### config.mk
export PLATFORM = sky130hd
export DESIGN_NAME = host_bus_slave
export DESIGN_NICKNAME = d
export VERILOG_FILES = /design/src/rtl/host_bus_slave.sv
export SDC_FILE = /design/constraint.sdc
export NUM_CORES = 1
export LEC_CHECK = 0
export BUFFER_PORTS_ARGS = -buffer_cell sky130_fd_sc_hd__buf_4
export CAP_MARGIN = 25
export CORE_MARGIN = 5
export CORE_UTILIZATION = 46
export CTS_BUF_LIST = sky130_fd_sc_hd__clkbuf_16
export DETAILED_ROUTE_END_ITERATION = 7
export PLACE_DENSITY = 0.8
export SLEW_MARGIN = 40
export SYNTH_ARGS = -nofsm -noshare
export SYNTH_HDL_FRONTEND = slang
export SYNTH_SLANG_ARGS = --single-unit
export TNS_END_PERCENT = 20
### constraint.sdc
create_clock -name clk -period 1.7 [get_ports clk]
set_input_delay 0.255 -clock clk [delete_from_list [all_inputs] [get_ports clk]]
set_output_delay 0.255 -clock clk [all_outputs]
set_load 0.02 [all_outputs]
### src/rtl/host_bus_slave.sv
module host_bus_slave #(
  parameter int AW = 23,
  parameter int DW = 32,
  parameter int NB = DW / 8
) (
  input  logic          clk,
  input  logic          rst_n,
  input  logic [1:0]    strap_cpu,
  input  logic          strap_park,
  input  logic          cs_n,
  input  logic          bs_n,
  input  logic          rd_n,
  input  logic [NB-1:0] we_n,
  input  logic [AW-1:0] addr,
  input  logic [DW-1:0] data_i,
  output logic [DW-1:0] data_o,
  output logic          data_oe,
  output logic          rdy_o,
  output logic          rdy_oe,
  input  logic          irq_src,
  output logic          irq_out,
  input  logic          dma_src,
  output logic          dreq_out,
  input  logic          dack_in,
  input  logic          dtack_in,
  output logic          dma_beat,
  output logic          be_req,
  output logic          be_we,
  output logic [AW-1:0] be_addr,
  output logic [DW-1:0] be_wdata,
  output logic [NB-1:0] be_ben,
  input  logic [DW-1:0] be_rdata,
  input  logic          be_done
);

  localparam logic [1:0] CPU_A = 2'b00;
  localparam logic [1:0] CPU_C = 2'b10;

  typedef enum logic [1:0] {S_IDLE, S_BUSY, S_ACK} st_t;

  st_t           st;
  logic          armed, park;
  logic [1:0]    cpu;
  logic          c_we, c_reg;
  logic [AW-1:0] c_addr;
  logic [DW-1:0] c_wdata, rdata_q;
  logic [NB-1:0] c_ben;
  logic          irq_q, dreq_q;

  wire is_c     = (cpu == CPU_C);
  wire wait_lvl = (cpu != CPU_A);
  wire rd_act   = !rd_n;
  wire wr_act   = |(~we_n);
  wire start    = !armed && (st == S_IDLE) && !cs_n && !bs_n && (rd_act || wr_act);
  wire dir_wr   = is_c ? addr[AW-1] : wr_act;
  wire reg_hit  = &addr[AW-2:0];
  wire done_eff = c_reg || be_done;

  always_ff @(posedge clk or negedge rst_n) begin
    if (!rst_n) begin
      armed <= 1'b1;
      cpu   <= CPU_A;
      park  <= 1'b0;
    end else if (armed) begin
      armed <= 1'b0;
      cpu   <= strap_cpu;
      park  <= strap_park;
    end
  end

  always_ff @(posedge clk or negedge rst_n) begin
    if (!rst_n) begin
      st      <= S_IDLE;
      c_we    <= 1'b0;
      c_reg   <= 1'b0;
      c_addr  <= '0;
      c_wdata <= '0;
      c_ben   <= '0;
      rdata_q <= '0;
    end else begin
      case (st)
        S_IDLE: if (start) begin
          st      <= S_BUSY;
          c_we    <= dir_wr;
          c_reg   <= reg_hit;
          c_addr  <= is_c ? {1'b0, addr[AW-2:0]} : addr;
          c_wdata <= data_i;
          c_ben   <= ~we_n;
        end
        S_BUSY: if (done_eff) begin
          st      <= S_ACK;
          rdata_q <= c_reg ? {{(DW-2){1'b0}}, cpu} : be_rdata;
        end
        default: st <= S_IDLE;
      endcase
    end
  end

  always_ff @(posedge clk or negedge rst_n) begin
    if (!rst_n) begin
      irq_q    <= 1'b0;
      dreq_q   <= 1'b0;
      dma_beat <= 1'b0;
    end else begin
      irq_q    <= irq_src;
      dreq_q   <= dma_src;
      dma_beat <= dack_in && (dtack_in ^ is_c);
    end
  end

  assign irq_out  = cpu[1] ? irq_q : !irq_q;
  assign dreq_out = !dreq_q;

  assign be_req   = (st == S_BUSY) && !c_reg;
  assign be_we    = c_we;
  assign be_addr  = c_addr;
  assign be_wdata = c_wdata;
  assign be_ben   = c_ben;

  assign rdy_oe  = !cs_n;
  assign rdy_o   = (st == S_BUSY) ? wait_lvl :
                   (st == S_ACK)  ? !wait_lvl :
                   (park ? !wait_lvl : wait_lvl);
  assign data_oe = (st == S_ACK) && !c_we && !cs_n;
  assign data_o  = data_oe ? rdata_q : '0;

  a_r4_done_to_ack: assert property (@(posedge clk) disable iff (!rst_n)
    (st == S_BUSY && be_done) |=> (st == S_ACK));

  a_r4_ack_single: assert property (@(posedge clk) disable iff (!rst_n)
    (st == S_ACK) |=> (st == S_IDLE));

  a_r1_straps_held: assert property (@(posedge clk) disable iff (!rst_n)
    !armed |=> ($stable(cpu) && $stable(park)));

  a_r4_req_stable: assert property (@(posedge clk) disable iff (!rst_n)
    (be_req && !be_done) |=> (be_req && $stable(be_addr)));

  a_r6_data_after_busy: assert property (@(posedge clk) disable iff (!rst_n)
    data_oe |-> $past(st == S_BUSY));

endmodule

==> results.json <==
{
  "status": "finished with violations",
  "violations": "setup timing",
  "critPathKind": "flop to output port",
  "drive_gt1_share_pct": 44.0,
  "die_h_microns": 105,
  "irDropWorstVdd_uv": 618,
  "cp.required_ns": 1.44,
  "reg2reg_slack_ns": 0.22,
  "maxCapViolCount": 0,
  "hold_viol_final": 0,
  "r2r-end": "rdata_q[14]",
  "p_per_area_nw_per_um2": 1140,
  "cp.arrival_ns": 1.61,
  "synth_top_cell_area_share_pct": 60.9,
  "clockBufferDepth": 2,
  "yosysMostFrequentCell": "nand2_1",
  "routedWlPerCell_microns": 16.9,
  "fin_ws_ns": -0.166,
  "cts_tree": "yes",
  "antenna-diode-count": 0,
  "die_w_microns": 105,
  "n_fill_cell": 625,
  "worstHoldPathType": "input port to flop",
  "wirelength_microns": 12200,
  "synth_compound_area_share_pct": 8.35,
  "synth_edf_count": 0,
  "yosysWarnings": 0,
  "finalSetupViolations": 34,
  "ant_nets": 0,
  "via_per_inst": 4.99,
  "area_growth_pct": 52.6,
  "syn-num-nets": 510,
  "ys.flop_type": "dfrtp_1",
  "synth.distinct_cells": 32,
  "dr.pass1.iters": 4,
  "min_from": "dma_src",
  "numCtsBuffers": 9,
  "startpoint_type": "flop",
  "synthMuxAreaShare_pct": 1.30,
  "synth.area.top_cells": "dfrtp_1 (61%), nand2_1 (16%), a22o_1 (6.3%), and2_1 (5.1%), buf_4 (2.0%)",
  "h-tree-depth": 3,
  "clock_skew_ns": 0.00987,
  "ys_seq_area_share_pct": 61.6,
  "drv_slew": 0,
  "crit_fanout": 8,
  "initial_core_util_pct": 47.3,
  "design.core.area_sq_um": 8760,
  "nNetsFinal": 716,
  "std_cell_rows": 34,
  "syn-mean-instance-area_sq_um": 10.2,
  "placed_cells": 703,
  "fmax_mhz": 536,
  "vias": 3612,
  "synth.cell_area_sq_um": 4150,
  "dpl-instance-area_sq_um": 5790,
  "die_area_sq_um": 11000,
  "track_usage_pct": 20.5,
  "grt_overflow": 0,
  "grt_max_degree": 45,
  "synth_fa_ha_area_share_pct": 0.241,
  "synth_cells": 406,
  "grt_pass1_wl_microns": 18300,
  "synthTopCellsByCount": "nand2_1 (172), dfrtp_1 (101), and2_1 (34)",
  "synthArstFlopShare_pct": 100,
  "grt_pass1_vias": 3638,
  "final_cell_area_sq_um": 6330,
  "whs_path_depth": 1,
  "synth_seq_cells": 102,
  "drc": 0,
  "grt_antenna_before_repair": 0,
  "port_buffers": 202,
  "clock_sinks": 102,
  "min_period_ns": 1.87,
  "rsz0062_at_grt": "true",
  "worstSkewPairLatency_ns": 0.33,
  "synth_top_family_by_area": "simple AND/OR/NAND/NOR gates",
  "synth_xor_xnor_area_share_pct": 0.633,
  "p_leak_nw": 3.41,
  "yosysTopAreaCell": "dfrtp_1",
  "io_pins": 203,
  "hold_path_end": "dreq_q",
  "hpwl_microns": 8530,
  "root_buffer": "clkbuf_16",
  "yosys.area_share.simple_pct": 23.8,
  "crit_path_end_kind": "output port",
  "gp_congestion": 0.802,
  "fin_cells": 724,
  "reg2reg_depth": 6,
  "r2r_start": "st[0]",
  "drt_iter0_drc": 155,
  "period_share_pct": 110,
  "path_clk_slew_ns": 0.07
}
[logic make-up (layout without fill, tap and decap cells)]
logic type / count (synthesis) / in the layout
simple gates: 224 / 224
compound gates: 42 / 42
flops: 102 / 102
xor+xnor: 3 / 3
buf+inv: 28 / 238
other cells: 1 / 1
fa+ha+maj: 1 / 1
mux: 5 / 5
[metal layers]
metal	wire [microns]	global-route usage, %
met5	0	0
met4	172	6.48
met3	1230	8.26
met2	6050	32.8
met1	4780	25.6
[worst max-delay path by stage]
stage / startpoint / to / slack, ns / cells past startpoint
finish: st[0] / data_o[29] / -0.17 / 5
detailed placement: st[0] / data_o[6] / 0.19 / 4
floorplan: be_we / data_o[21] / 0.17 / 3
global placement: st[0] / data_o[8] / 0.24 / 4
CTS: st[0] / data_o[6] / -0.17 / 4
global route: st[1] / data_o[29] / -0.21 / 5
[through the flow]
step                TNS (ns)  utilization [%]  setup slack (ns)  power [W]  hold slack [ns]
floorplan                  0                -             0.166    0.00434          -0.0406
global placement           0             66.0             0.239    0.00534            0.239
detailed placement         0             66.0             0.188    0.00540            0.250
CTS                    -4.81             70.1            -0.168    0.00726           0.0177
global route           -5.96             72.2            -0.207    0.00763           0.0198
finish                 -4.71             72.2            -0.166    0.00725           0.0289
[cell type report]
cell class	count	area [sq um]	share of cell area (%)
Clock buffer	9	225	3.56
Clock inverter	6	38.8	0.613
Inverter	5	18.8	0.296
Multi-Input combinational cell	276	1500	23.7
Sequential cell	102	2550	40.4
Tap cell	108	135	2.13
Timing Repair Buffer	218	1860	29.3
[cell usage in the layout, fill, tap and decap left out, types with 2 or more instances in the layout]
master / n
o21ai_1: 7
a22o_1: 30
nor2_1: 3
buf_12: 4
dfrtp_1: 100
clkbuf_16: 11
xnor2_1: 3
buf_4: 176
o31ai_1: 2
and2_1: 8
buf_6: 35
mux2_2: 3
mux2i_1: 2
clkinv_2: 3
clkinvlp_4: 2
nand4_1: 6
nand2_1: 172
and2_4: 26
inv_1: 3
inv_2: 2
[critical path, stage by stage, from the launching register on]
cell,delay [ns]
dfrtp_2,0.43
nor4b_4,0.27
buf_6,0.18
buf_6,0.14
and2_1,0.16
buf_6,0.12
[timing repair]
item | in CTS | in global routing
cloned | 0 | 3
pin swaps | 0 | 23
endpoints found under the hold margin | 35 | 0
endpoints found under the setup margin | 34 | 34
buffers inserted | 0 | 2
hold buffers | 1 | 0
gates resized for setup | 23 | 38
[power by group]
group	internal [W]	total [W]	switching, W	leakage, nW
clock network	0.000982	0.00184	0.000860	0.127
registers	0.00301	0.00338	0.000363	1.27
logic	0.000966	0.00203	0.00106	2.01
Note: power is estimated with default switching activity, not from simulation.
